## src/rtl/dsf_pkg.sv

```systemverilog
package dsf_pkg;

  typedef enum logic {
    ST_WAIT_FILL = 1'b0,
    ST_STREAM    = 1'b1
  } stream_state_e;

endpackage

```

## src/rtl/byte_fifo.sv

```systemverilog
module byte_fifo #(
  parameter int W     = 8,
  parameter int DEPTH = 128
) (
  input  logic                       clk,
  input  logic                       rst_n,
  input  logic                       push,
  input  logic [W-1:0]               din,
  input  logic                       pop,
  output logic [W-1:0]               head,
  output logic [$clog2(DEPTH+1)-1:0] count,
  output logic                       full,
  output logic                       overflow
);
  localparam int AW = $clog2(DEPTH);
  localparam int CW = $clog2(DEPTH+1);

  logic [W-1:0]  mem [DEPTH];
  logic [AW-1:0] wptr_q, wptr_d, rptr_q, rptr_d;
  logic [CW-1:0] cnt_q, cnt_d;
  logic          ovf_q, ovf_d;
  logic          do_push, do_pop;

  assign full    = (cnt_q == CW'(DEPTH));
  assign do_push = push && !full;
  assign do_pop  = pop && (cnt_q != '0);

  always_comb begin
    wptr_d = wptr_q;
    rptr_d = rptr_q;
    cnt_d  = cnt_q;
    ovf_d  = ovf_q || (push && full);
    if (do_push) wptr_d = (wptr_q == AW'(DEPTH-1)) ? '0 : wptr_q + 1'b1;
    if (do_pop)  rptr_d = (rptr_q == AW'(DEPTH-1)) ? '0 : rptr_q + 1'b1;
    case ({do_push, do_pop})
      2'b10:   cnt_d = cnt_q + 1'b1;
      2'b01:   cnt_d = cnt_q - 1'b1;
      default: cnt_d = cnt_q;
    endcase
  end

  always_ff @(posedge clk or negedge rst_n) begin
    if (!rst_n) begin
      wptr_q <= '0;
      rptr_q <= '0;
      cnt_q  <= '0;
      ovf_q  <= 1'b0;
    end else begin
      wptr_q <= wptr_d;
      rptr_q <= rptr_d;
      cnt_q  <= cnt_d;
      ovf_q  <= ovf_d;
    end
  end

  always_ff @(posedge clk) begin
    if (do_push) mem[wptr_q] <= din;
  end

  assign head     = mem[rptr_q];
  assign count    = cnt_q;
  assign overflow = ovf_q;

  always_ff @(posedge clk) begin
    if (rst_n) AST_NO_OVERFLOW: assert (cnt_q <= CW'(DEPTH));
  end

  AST_FULL_DROPS: assert property (@(posedge clk) disable iff (!rst_n)
    (full && push && !pop) |=> (full && cnt_q == $past(cnt_q)));

  AST_OVF_STICKY: assert property (@(posedge clk) disable iff (!rst_n)
    overflow |=> overflow);

  AST_POP_NONEMPTY: assert property (@(posedge clk) disable iff (!rst_n)
    pop |-> (cnt_q != '0));

endmodule

```

## src/rtl/bit_clock_gen.sv

```systemverilog
module bit_clock_gen #(
  parameter int BASE_DIV = 2
) (
  input  logic clk,
  input  logic rst_n,
  input  logic run,
  input  logic rate_alt,
  output logic sclk,
  output logic fall_en
);
  localparam int CNT_W = $clog2(BASE_DIV + 1);

  logic [CNT_W-1:0] cnt_q, cnt_d;
  logic             ph_q, ph_d;
  logic             sclk_q, sclk_d;
  logic             last;

  assign last    = (cnt_q == ((ph_q && rate_alt) ? CNT_W'(BASE_DIV) : CNT_W'(BASE_DIV - 1)));
  assign fall_en = run && (cnt_q == '0);

  always_comb begin
    cnt_d  = cnt_q;
    ph_d   = ph_q;
    sclk_d = sclk_q;
    if (!run) begin
      cnt_d  = '0;
      ph_d   = 1'b0;
      sclk_d = 1'b0;
    end else if (last) begin
      cnt_d  = '0;
      ph_d   = ph_q ^ rate_alt;
      sclk_d = 1'b1;
    end else begin
      cnt_d = cnt_q + 1'b1;
      if (cnt_q == '0) sclk_d = 1'b0;
    end
  end

  always_ff @(posedge clk or negedge rst_n) begin
    if (!rst_n) begin
      cnt_q  <= '0;
      ph_q   <= 1'b0;
      sclk_q <= 1'b0;
    end else begin
      cnt_q  <= cnt_d;
      ph_q   <= ph_d;
      sclk_q <= sclk_d;
    end
  end

  assign sclk = sclk_q;

  AST_SCLK_SHORT_HIGH: assert property (@(posedge clk) disable iff (!rst_n)
    $rose(sclk_q) |=> !sclk_q);

  AST_SCLK_STOPPED: assert property (@(posedge clk) disable iff (!rst_n)
    (!run && !sclk_q) |=> !sclk_q);

endmodule

```

## src/rtl/frame_serializer.sv

```systemverilog
module frame_serializer
  import dsf_pkg::*;
#(
  parameter int W            = 8,
  parameter int SAMPLE_BYTES = 3,
  parameter int CHANNELS     = 8,
  parameter int PREFILL      = 100,
  parameter int CW           = 8
) (
  input  logic          clk,
  input  logic          rst_n,
  input  logic          fall_en,
  input  logic [CW-1:0] fifo_count,
  input  logic [W-1:0]  fifo_head,
  output logic          pop,
  output logic          run,
  output logic          sdata,
  output logic          fsync,
  output logic          underflow
);
  localparam int BIT_W  = (W > 1) ? $clog2(W) : 1;
  localparam int BYTE_W = (SAMPLE_BYTES > 1) ? $clog2(SAMPLE_BYTES) : 1;
  localparam int CH_W   = (CHANNELS > 1) ? $clog2(CHANNELS) : 1;

  stream_state_e     state_q, state_d;
  logic [BIT_W-1:0]  bib_q, bib_d;
  logic [BYTE_W-1:0] bis_q, bis_d;
  logic [CH_W-1:0]   ch_q, ch_d;
  logic [W-1:0]      sr_q, sr_d;
  logic              zf_q, zf_d;
  logic              sd_q, sd_d;
  logic              fs_q, fs_d;
  logic              uf_q, uf_d;
  logic              frame_first, short_q;

  assign frame_first = (bib_q == '0) && (bis_q == '0) && (ch_q == '0);
  assign short_q     = (fifo_count < CW'(SAMPLE_BYTES));

  always_comb begin
    state_d = state_q;
    bib_d   = bib_q;
    bis_d   = bis_q;
    ch_d    = ch_q;
    sr_d    = sr_q;
    zf_d    = zf_q;
    sd_d    = sd_q;
    fs_d    = fs_q;
    uf_d    = uf_q;
    pop     = 1'b0;
    case (state_q)
      ST_WAIT_FILL: begin
        if (fifo_count >= CW'(PREFILL)) begin
          state_d = ST_STREAM;
          bib_d   = '0;
          bis_d   = '0;
          ch_d    = '0;
          zf_d    = 1'b0;
        end
      end
      default: begin
        if (fall_en) begin
          if (frame_first && (zf_q || short_q)) begin
            state_d = ST_WAIT_FILL;
            sd_d    = 1'b0;
            fs_d    = 1'b0;
            zf_d    = 1'b0;
            if (!zf_q) uf_d = 1'b1;
          end else begin
            fs_d = frame_first;
            if ((bib_q == '0) && (bis_q == '0) && !zf_q && short_q) begin
              zf_d = 1'b1;
              uf_d = 1'b1;
            end
            if (zf_d) begin
              sd_d = 1'b0;
            end else if (bib_q == '0) begin
              pop  = 1'b1;
              sd_d = fifo_head[W-1];
              sr_d = {fifo_head[W-2:0], 1'b0};
            end else begin
              sd_d = sr_q[W-1];
              sr_d = {sr_q[W-2:0], 1'b0};
            end
            if (bib_q == BIT_W'(W - 1)) begin
              bib_d = '0;
              if (bis_q == BYTE_W'(SAMPLE_BYTES - 1)) begin
                bis_d = '0;
                ch_d  = (ch_q == CH_W'(CHANNELS - 1)) ? '0 : ch_q + 1'b1;
              end else begin
                bis_d = bis_q + 1'b1;
              end
            end else begin
              bib_d = bib_q + 1'b1;
            end
          end
        end
      end
    endcase
  end

  always_ff @(posedge clk or negedge rst_n) begin
    if (!rst_n) begin
      state_q <= ST_WAIT_FILL;
      bib_q   <= '0;
      bis_q   <= '0;
      ch_q    <= '0;
      sr_q    <= '0;
      zf_q    <= 1'b0;
      sd_q    <= 1'b0;
      fs_q    <= 1'b0;
      uf_q    <= 1'b0;
    end else begin
      state_q <= state_d;
      bib_q   <= bib_d;
      bis_q   <= bis_d;
      ch_q    <= ch_d;
      sr_q    <= sr_d;
      zf_q    <= zf_d;
      sd_q    <= sd_d;
      fs_q    <= fs_d;
      uf_q    <= uf_d;
    end
  end

  assign run       = (state_q == ST_STREAM);
  assign sdata     = sd_q;
  assign fsync     = fs_q;
  assign underflow = uf_q;

  AST_START_AFTER_FILL: assert property (@(posedge clk) disable iff (!rst_n)
    $rose(run) |-> ($past(fifo_count) >= CW'(PREFILL)));

  AST_FSYNC_IN_STREAM: assert property (@(posedge clk) disable iff (!rst_n)
    fsync |-> run);

  AST_UF_STICKY: assert property (@(posedge clk) disable iff (!rst_n)
    underflow |=> underflow);

endmodule

```

## src/rtl/dac_stream_feeder.sv

```systemverilog
module dac_stream_feeder #(
  parameter int W            = 8,
  parameter int DEPTH        = 128,
  parameter int PREFILL      = 100,
  parameter int SAMPLE_BYTES = 3,
  parameter int CHANNELS     = 8,
  parameter int BASE_DIV     = 2
) (
  input  logic         clk,
  input  logic         rst_n,
  input  logic         wr_en,
  input  logic [W-1:0] wr_data,
  input  logic         rate_sel,
  output logic         fifo_full,
  output logic         overflow,
  output logic         underflow,
  output logic         sclk,
  output logic         sdata,
  output logic         fsync
);
  localparam int CW = $clog2(DEPTH + 1);

  logic [W-1:0]  head;
  logic [CW-1:0] count;
  logic          pop, run, fall_en;

  byte_fifo #(.W(W), .DEPTH(DEPTH)) fifo_i (
    .clk(clk), .rst_n(rst_n), .push(wr_en), .din(wr_data), .pop(pop),
    .head(head), .count(count), .full(fifo_full), .overflow(overflow)
  );

  bit_clock_gen #(.BASE_DIV(BASE_DIV)) bclk_i (
    .clk(clk), .rst_n(rst_n), .run(run), .rate_alt(rate_sel),
    .sclk(sclk), .fall_en(fall_en)
  );

  frame_serializer #(
    .W(W), .SAMPLE_BYTES(SAMPLE_BYTES), .CHANNELS(CHANNELS),
    .PREFILL(PREFILL), .CW(CW)
  ) ser_i (
    .clk(clk), .rst_n(rst_n), .fall_en(fall_en), .fifo_count(count),
    .fifo_head(head), .pop(pop), .run(run), .sdata(sdata),
    .fsync(fsync), .underflow(underflow)
  );

  AST_DATA_ON_FALL: assert property (@(posedge clk) disable iff (!rst_n)
    !$stable(sdata) |-> !sclk);

  AST_FSYNC_ON_FALL: assert property (@(posedge clk) disable iff (!rst_n)
    !$stable(fsync) |-> !sclk);

endmodule

```

## config.mk

```make
export PLATFORM = sky130hd
export DESIGN_NAME = dac_stream_feeder
export DESIGN_NICKNAME = d
export VERILOG_FILES = /design/src/rtl/dsf_pkg.sv /design/src/rtl/byte_fifo.sv /design/src/rtl/bit_clock_gen.sv /design/src/rtl/frame_serializer.sv /design/src/rtl/dac_stream_feeder.sv
export SDC_FILE = /design/constraint.sdc
export NUM_CORES = 1
export LEC_CHECK = 0
export ABC_CLOCK_PERIOD_IN_PS = 4730
export BUFFER_PORTS_ARGS = -buffer_cell sky130_fd_sc_hd__buf_2
export CAP_MARGIN = 20
export CORE_AREA = 3 3 330 332
export CTS_BUF_LIST = sky130_fd_sc_hd__clkbuf_8
export CTS_CLUSTER_DIAMETER = 80
export DETAILED_ROUTE_END_ITERATION = 7
export DIE_AREA = 0 0 333 335
export PLACE_DENSITY = 0.61
export REMOVE_ABC_BUFFERS = 1
export SYNTH_ARGS = -nofsm -noshare
export SYNTH_HDL_FRONTEND = slang
export SYNTH_HIERARCHICAL = 1
export SYNTH_SLANG_ARGS = --single-unit
```

## constraint.sdc

```tcl
create_clock -name clk -period 4.73 [get_ports clk]
set_input_delay 0.7095 -clock clk [delete_from_list [all_inputs] [get_ports clk]]
set_output_delay 0.7095 -clock clk [all_outputs]
set_load 0.02 [all_outputs]
```

# --- After elaboration in Yosys (flattened, before gate mapping) ---
# Memory sizes are Yosys's and may differ from the RTL's.
# Index checks and enable logic that the tools add are counted.
# W data, S select, Z words.
classes:
  add_sub_neg: 8
  order_cmp: 2
  n_eq_ne: 16
  mux: 55
  n_bitwise: 3
  n_reduce_logical: 29
op_table:
  columns: ["op", "n"]
  rows:
  - ["$mux W3", 11]
  - ["$mux W1", 31]
  - ["$mux W2", 9]
  - ["$pmux W8 S2", 1]
  - ["$add A7 B1 Y7 const B", 2]
  - ["$eq A7 B7 Y1 const B", 2]
  - ["$mux W7", 2]
  - ["$ne A2 B2 Y1 const B", 6]
  - ["$reduce_and A4 Y1", 3]
  - ["$logic_and A1 B1 Y1", 10]
  - ["$add A8 B1 Y8 const B", 1]
  - ["$eq A8 B8 Y1 const B", 1]
  - ["$ge A8 B7 Y1 const B", 1]
  - ["$lt A8 B2 Y1 const B", 1]
  - ["$mux W8", 1]
  - ["$reduce_bool A8 Y1", 1]
  - ["$sub A8 B1 Y8 const B", 1]
  - ["$add A3 B1 Y3 const B", 2]
  - ["$eq A3 B3 Y1 const B", 2]
  - ["$logic_not A3 Y1", 2]
  - ["$reduce_bool A2 Y1", 3]
  - ["$reduce_and A5 Y1", 1]
  - ["$add A2 B1 Y2 const B", 2]
  - ["$eq A2 B2 Y1 const B", 2]
  - ["10 further kinds", 15]
totals:
  regBits: 48
  ram_bits: 1024
  in_bits: 12
  output_inout_bits: 6
  word_cells: 130
  memories: 1
memory_table:
  columns: ["name", "depth", "word_bits", "read_ports", "rd_clocked_by_memory_dff", "write_ports", "line", "source"]
  rows:
  - ["fifo_i.mem", 128, 8, 1, 0, 1, "byte_fifo.sv:18", "logic [W-1:0] mem [DEPTH];"]

# --- Logic depth before layout (Yosys ltp) ---
logic_depth:
  word_depth: 15
  depth_mapped: 17
  depth_no_buf: 17

# --- Modules after synthesis ---
# The synthesis kept the hierarchy.
modules_own_cells:
  columns: ["mod", "n_inst", "cells_per_inst", "area_per_inst_um2", "seq_area_each_um2"]
  rows:
  - ["byte_fifo", 1, 2042, 41065.6, 31325.0]
  - ["frame_serializer", 1, 115, 1148.6, 500.5]
  - ["bit_clock_gen", 1, 20, 212.7, 100.1]

# --- Worst setup path before layout ---
# OpenSTA, ideal clock, no wires.
synth_path:
  kind: "reg2reg"
  startpoint: "register bclk_i.cnt_q[1]"
  endpoint: "register fifo_i.cnt_q[6], in the netlist fifo_i/count[6]"
  setup_ns: 0.095
  t_arrival_ns: 3.276
  required_time_ns: 4.635
  slack_ns: 1.358
  stages_incl_launch_ff: 18
  n_path_buf: 0
  period_less_slack_ns: 3.372
  path_cell_list: "dfrtp_1 -> inv_1 -> ha_1 -> and2_1 -> nand3b_1 -> a41oi_1 -> and2_1 -> o21ai_0 -> inv_1 -> ha_1 -> inv_1 -> fa_1 -> nor2b_1 -> o21ai_0 -> a21boi_0 -> o21ai_0 -> nor3b_1 -> o31ai_1"
synth_via:
  elab_chain_cells: 7
  elab_cells_between_ends: 9
  classes_between: "eq/ne (2); mux (3); reduce/logical (4)"
synth_lines:
  columns: ["item", "line", "source"]
  rows:
  - ["from (decl)", "bit_clock_gen.sv:13", "logic [CNT_W-1:0] cnt_q, cnt_d;"]
  - ["from (signal assigned)", "bit_clock_gen.sv:45", "cnt_q <= cnt_d;"]
  - ["$logic_not A2 Y1 (*)", "bit_clock_gen.sv:19", "assign fall_en = run && (cnt_q == '0);"]
  - ["$logic_and A1 B1 Y1 (*)", "bit_clock_gen.sv:19", null]
  - ["net fall_en", "dac_stream_feeder.sv:25", "logic pop, run, fall_en;"]
  - ["$mux W1 (*)", "frame_serializer.sv:61", "if (fall_en) begin"]
  - ["$mux W1 (*)", "frame_serializer.sv:50", "case (state_q)"]
  - ["net pop", "dac_stream_feeder.sv:25", null]
  - ["$logic_and A1 B1 Y1 (*)", "byte_fifo.sv:26", "assign do_pop = pop && (cnt_q != '0);"]
  - ["net fifo_i.do_pop", "byte_fifo.sv:22", "logic do_push, do_pop;"]
  - ["$eq A2 B1 Y1 / $eq A2 B2 Y1 (equally long branches)", "byte_fifo.sv:35", "case ({do_push, do_pop})"]
  - ["$pmux W8 S2 / $reduce_bool A2 Y1 (equally long branches)", null, null]
  - ["to (signal assigned)", "byte_fifo.sv:51", "cnt_q <= cnt_d;"]
  - ["to (decl)", "byte_fifo.sv:20", "logic [CW-1:0] cnt_q, cnt_d;"]
# The timed path passes the listed nets; every way through them passes the cells marked *.
# A chain may end at the register's enable or synchronous reset.

# --- Worst setup path in the final report ---
layout_path:
  startpoint: "register ser_i.state_q, in the netlist ser_i/run"
  endpoint: "register fifo_i.cnt_q[6], in the netlist fifo_i/count[6]"
layout_via:
  elab_chain_cells: 6
  elab_cells_between_ends: 8
  classes_between: "eq/ne (2); mux (3); reduce/logical (3)"
layout_lines:
  columns: ["item", "line", "source"]
  rows:
  - ["from (decl)", "frame_serializer.sv:25", "stream_state_e state_q, state_d;"]
  - ["from (signal assigned)", "frame_serializer.sv:113", "state_q <= state_d;"]
  - ["$logic_and A1 B1 Y1 (*)", "bit_clock_gen.sv:19", null]
  - ["net fall_en", "dac_stream_feeder.sv:25", null]
  - ["$mux W1 (*)", "frame_serializer.sv:61", null]
  - ["$mux W1 (*)", "frame_serializer.sv:50", null]
  - ["net pop", "dac_stream_feeder.sv:25", null]
  - ["$logic_and A1 B1 Y1 (*)", "byte_fifo.sv:26", null]
  - ["net fifo_i.do_pop", "byte_fifo.sv:22", null]
  - ["$eq A2 B1 Y1 / $eq A2 B2 Y1 (equally long branches)", "byte_fifo.sv:35", null]
  - ["$pmux W8 S2 / $reduce_bool A2 Y1 (equally long branches)", null, null]
# Marks and branches as above.

==> results.json <==
{
  "crit_fanout": 19,
  "place.gp.congestion": 0.851,
  "start_util_pct": 39.8,
  "use_met2_pct": 29.5,
  "antenna_found_initial": 1,
  "clock-sinks": 1071,
  "max_freq_mhz": 230,
  "hold_violations": 0,
  "cts_made_buffers": 165,
  "grt_util_all_layers_pct": 19.0,
  "ctsHtreeMaxLevel": 4,
  "cp-end-kind": "flop",
  "die_w_um": 333,
  "min_path_cells": 1,
  "synth_fa_ha_area_share_pct": 0.549,
  "timing.final.crit_share_pct": 92.0,
  "vdd_ir_drop_max_mv": 0.268,
  "finalNonFillerCells": 3843,
  "port_buffers": 17,
  "grt_pass1_wl_um": 156000,
  "synth_top_cell_area_share_pct": 72.5,
  "hold_path.startpoint": "wr_data[2]",
  "outcome": "finished clean",
  "reg2reg_slack_ps": 380,
  "synth_edf_count": 1024,
  "synth-xor-area-share_pct": 0.248,
  "maxCapViolCount": 0,
  "period_minus_slack_ps": 4350,
  "ys_ff_latch": 1071,
  "first_pass_iters": 6,
  "cts.path.max_buffers": 3,
  "synth-compound-area-share_pct": 4.57,
  "tritoncts": "built",
  "r2r-end": "fifo_i/count[6]$_DFFE_PN0P_",
  "ys_types": 76,
  "place_inst": 3544,
  "first_iter_violations": 2490,
  "die_h_um": 335,
  "postSynth.asyncResetShare_pct": 4.39,
  "clk_pin_slew_ps": 60,
  "rows": 120,
  "synth_area_leader_cell": "edfxtp_1",
  "route.final.wire_length_um": 106000,
  "ant_nets": 0,
  "busiest_layer": "met2",
  "use_met3_pct": 4.46,
  "arrival_ps": 5030,
  "cp_data_required_time_ps": 5400,
  "muxShareOfSynthArea_pct": 14.1,
  "ys.warnings.count": 6,
  "dp_hpwl_um": 64200,
  "synth_cells": 2177,
  "hold_path_end": "fifo_i/mem[22][2]$_DFFE_PP_",
  "startpoint_type": "flop",
  "skew_ps": 34.3,
  "detailroute.via_count": 22100,
  "die_area_um2": 112000,
  "power_density_nw_per_um2": 526,
  "netlist_area_um2": 42400,
  "grt_pass1_vias": 22500,
  "coreArea_um2": 107000,
  "synth-seq-area-share_pct": 75.2,
  "grt_max_degree": 94,
  "synth_common_cells": "1024 x edfxtp_1, 204 x mux4_2, 161 x nor2_1, 130 x mux2i_1, 76 x nand2_1",
  "worstSetupStartpoint": "ser_i/run$_DFF_PN0_",
  "path_class": "reg -> reg",
  "viasPerCell": 5.75,
  "post-place-ws_ps": 528,
  "nNetsFinal": 2340,
  "insertion_delay_ps": 810,
  "syn_to_final_growth_pct": 11.1,
  "power.leakage_nw": 15.0,
  "setup_viol": 0,
  "regToRegStartpoint": "ser_i/run$_DFF_PN0_",
  "syn_area_per_cell_um2": 19.5,
  "cts-root-buf": "clkbuf_8",
  "synthSimpleGateAreaFrac_pct": 3.51,
  "synth_ff_type": "edfxtp_1",
  "fillers": 9150,
  "io_pins": 18,
  "cts_resized": 0,
  "drc_errors": 0,
  "hold_path_class": "in -> reg",
  "synthTopCellsByArea": "edfxtp_1 72%, mux4_2 11%, mux2i_1 3.1%, dfrtp_1 2.8%, nor2_1 1.4%",
  "synth_top_family_by_area": "multiplexers",
  "drive_above_1_share_pct": 20.9,
  "r2r_cells": 16,
  "wl_per_cell_um": 27.5,
  "met1_usage_pct": 26.1,
  "synth.most_common_cell": "edfxtp_1",
  "setup_slack_ps": 378,
  "slew_violations": 0,
  "grt_overflow": 0,
  "relSlewSlack_pct": 26.9,
  "worst_slew_pin_slew_ps": 1100,
  "rsz0062_at_grt": "false"
}
repair_timing:
item,4_1_cts,5_1_grt
setup buffers,0,0
setup endpoints to repair,0,0
hold buffers,1,0
endpoints found under the hold margin,47,0
how the worst max path moves through the flow:
stage,slack [ps],endpoint,cells past startpoint
2_1_floorplan,-6700,ser_i/sr_q[5]$_DFFE_PN0P_,8
3_3_place_gp,790,fifo_i/count[6]$_DFFE_PN0P_,16
3_5_place_dp,530,fifo_i/count[6]$_DFFE_PN0P_,16
4_1_cts,510,fifo_i/count[6]$_DFFE_PN0P_,16
5_1_grt,40,fifo_i/count[6]$_DFFE_PN0P_,16
6_report,380,fifo_i/count[6]$_DFFE_PN0P_,16
area by class of cell:
| class | instances | area, um^2 | share of cell area (%) |
|---|---|---|---|
| clock buffers | 166 | 2280 | 4.85 |
| flip-flops and latches | 1071 | 31900 | 67.8 |
| inverters | 26 | 97.6 | 0.207 |
| well taps | 1403 | 1760 | 3.73 |
| clock inverters | 130 | 611 | 1.30 |
| repair buffers | 82 | 698 | 1.48 |
| multi-input cells | 964 | 9740 | 20.7 |
| diodes | 1 | 2.50 | 0.00531 |
metrics by stage:
stage | util, % | total power [mW] | cell area, um^2 | TNS, ps | hold WS [ps]
after floorplan | - | 15.6 | 41800 | -88820 | 414
after global placement | 41.4 | 18.0 | 44200 | 0 | 458
after detailed placement | 41.5 | 18.1 | 44200 | 0 | 487
after CTS | 44.2 | 25.0 | 47100 | 0 | 43.7
after global routing | 44.2 | 25.8 | 47100 | 0 | 87.1
final | 44.2 | 24.8 | 47100 | 0 | 130
kinds of logic (layout without fill, tap and decap cells):
kind of cell    Yosys count  after routing
flops                  1071           1071
mux                     340            340
simple gates            331            331
compound gates          263            263
buf+inv                 142            404
fa+ha+maj                18             18
xor+xnor                 12             12
other cells               0              1
critical path: stages (launching register included):
cell and delay, ps:
dfrtp_1 680, and2_1 300, nand3b_1 140, a41oi_1 210, buf_4 250, and2_1 140
o21ai_0 180, inv_1 240, ha_1 400, inv_1 100, fa_1 410, nor2b_1 150
o21ai_0 130, a21boi_0 370, o21ai_0 170, a21boi_0 230, o31ai_1 100
where the power goes:
group | switching [mW] | internal [mW]
logic | 3.96 | 2.75
registers | 0.511 | 10.7
clock network | 3.49 | 3.34
sequential cells by signal (all words and copies together), names as in the netlist, 3 cells and up:
signal / cells
ser_i/ch_q: 3
fifo_i/count: 8
fifo_i/rptr_q: 7
ser_i/sr_q: 7
fifo_i/mem: 1024
ser_i/bib_q: 3
fifo_i/wptr_q: 7
cells in the final DEF (no fill, tap or decap), types with 13 or more instances in the layout:
| master | instances |
|---|---|
| edfxtp_1 | 1024 |
| mux4_2 | 204 |
| clkbuf_8 | 166 |
| nor2_1 | 160 |
| mux2i_1 | 130 |
| inv_1 | 80 |
| nand2_1 | 75 |
| buf_4 | 65 |
| clkinv_1 | 46 |
| dfrtp_1 | 44 |
| a21oi_1 | 40 |
| o21ai_0 | 25 |
| o22ai_1 | 24 |
| a211oi_1 | 23 |
| a22oi_1 | 22 |
| nand3_1 | 20 |
| a22o_1 | 19 |
| ha_1 | 17 |
| a221oi_1 | 16 |
| o221ai_1 | 16 |
| clkinv_2 | 13 |
| nor3_1 | 13 |
routing by layer:
metal	vias to the layer above	wire, um
met4	0	3550
met1	11600	43300
met5	-	0
met3	213	9350
met2	1052	49700
li1	9236	-
Note: power is estimated with default switching activity, not from simulation.
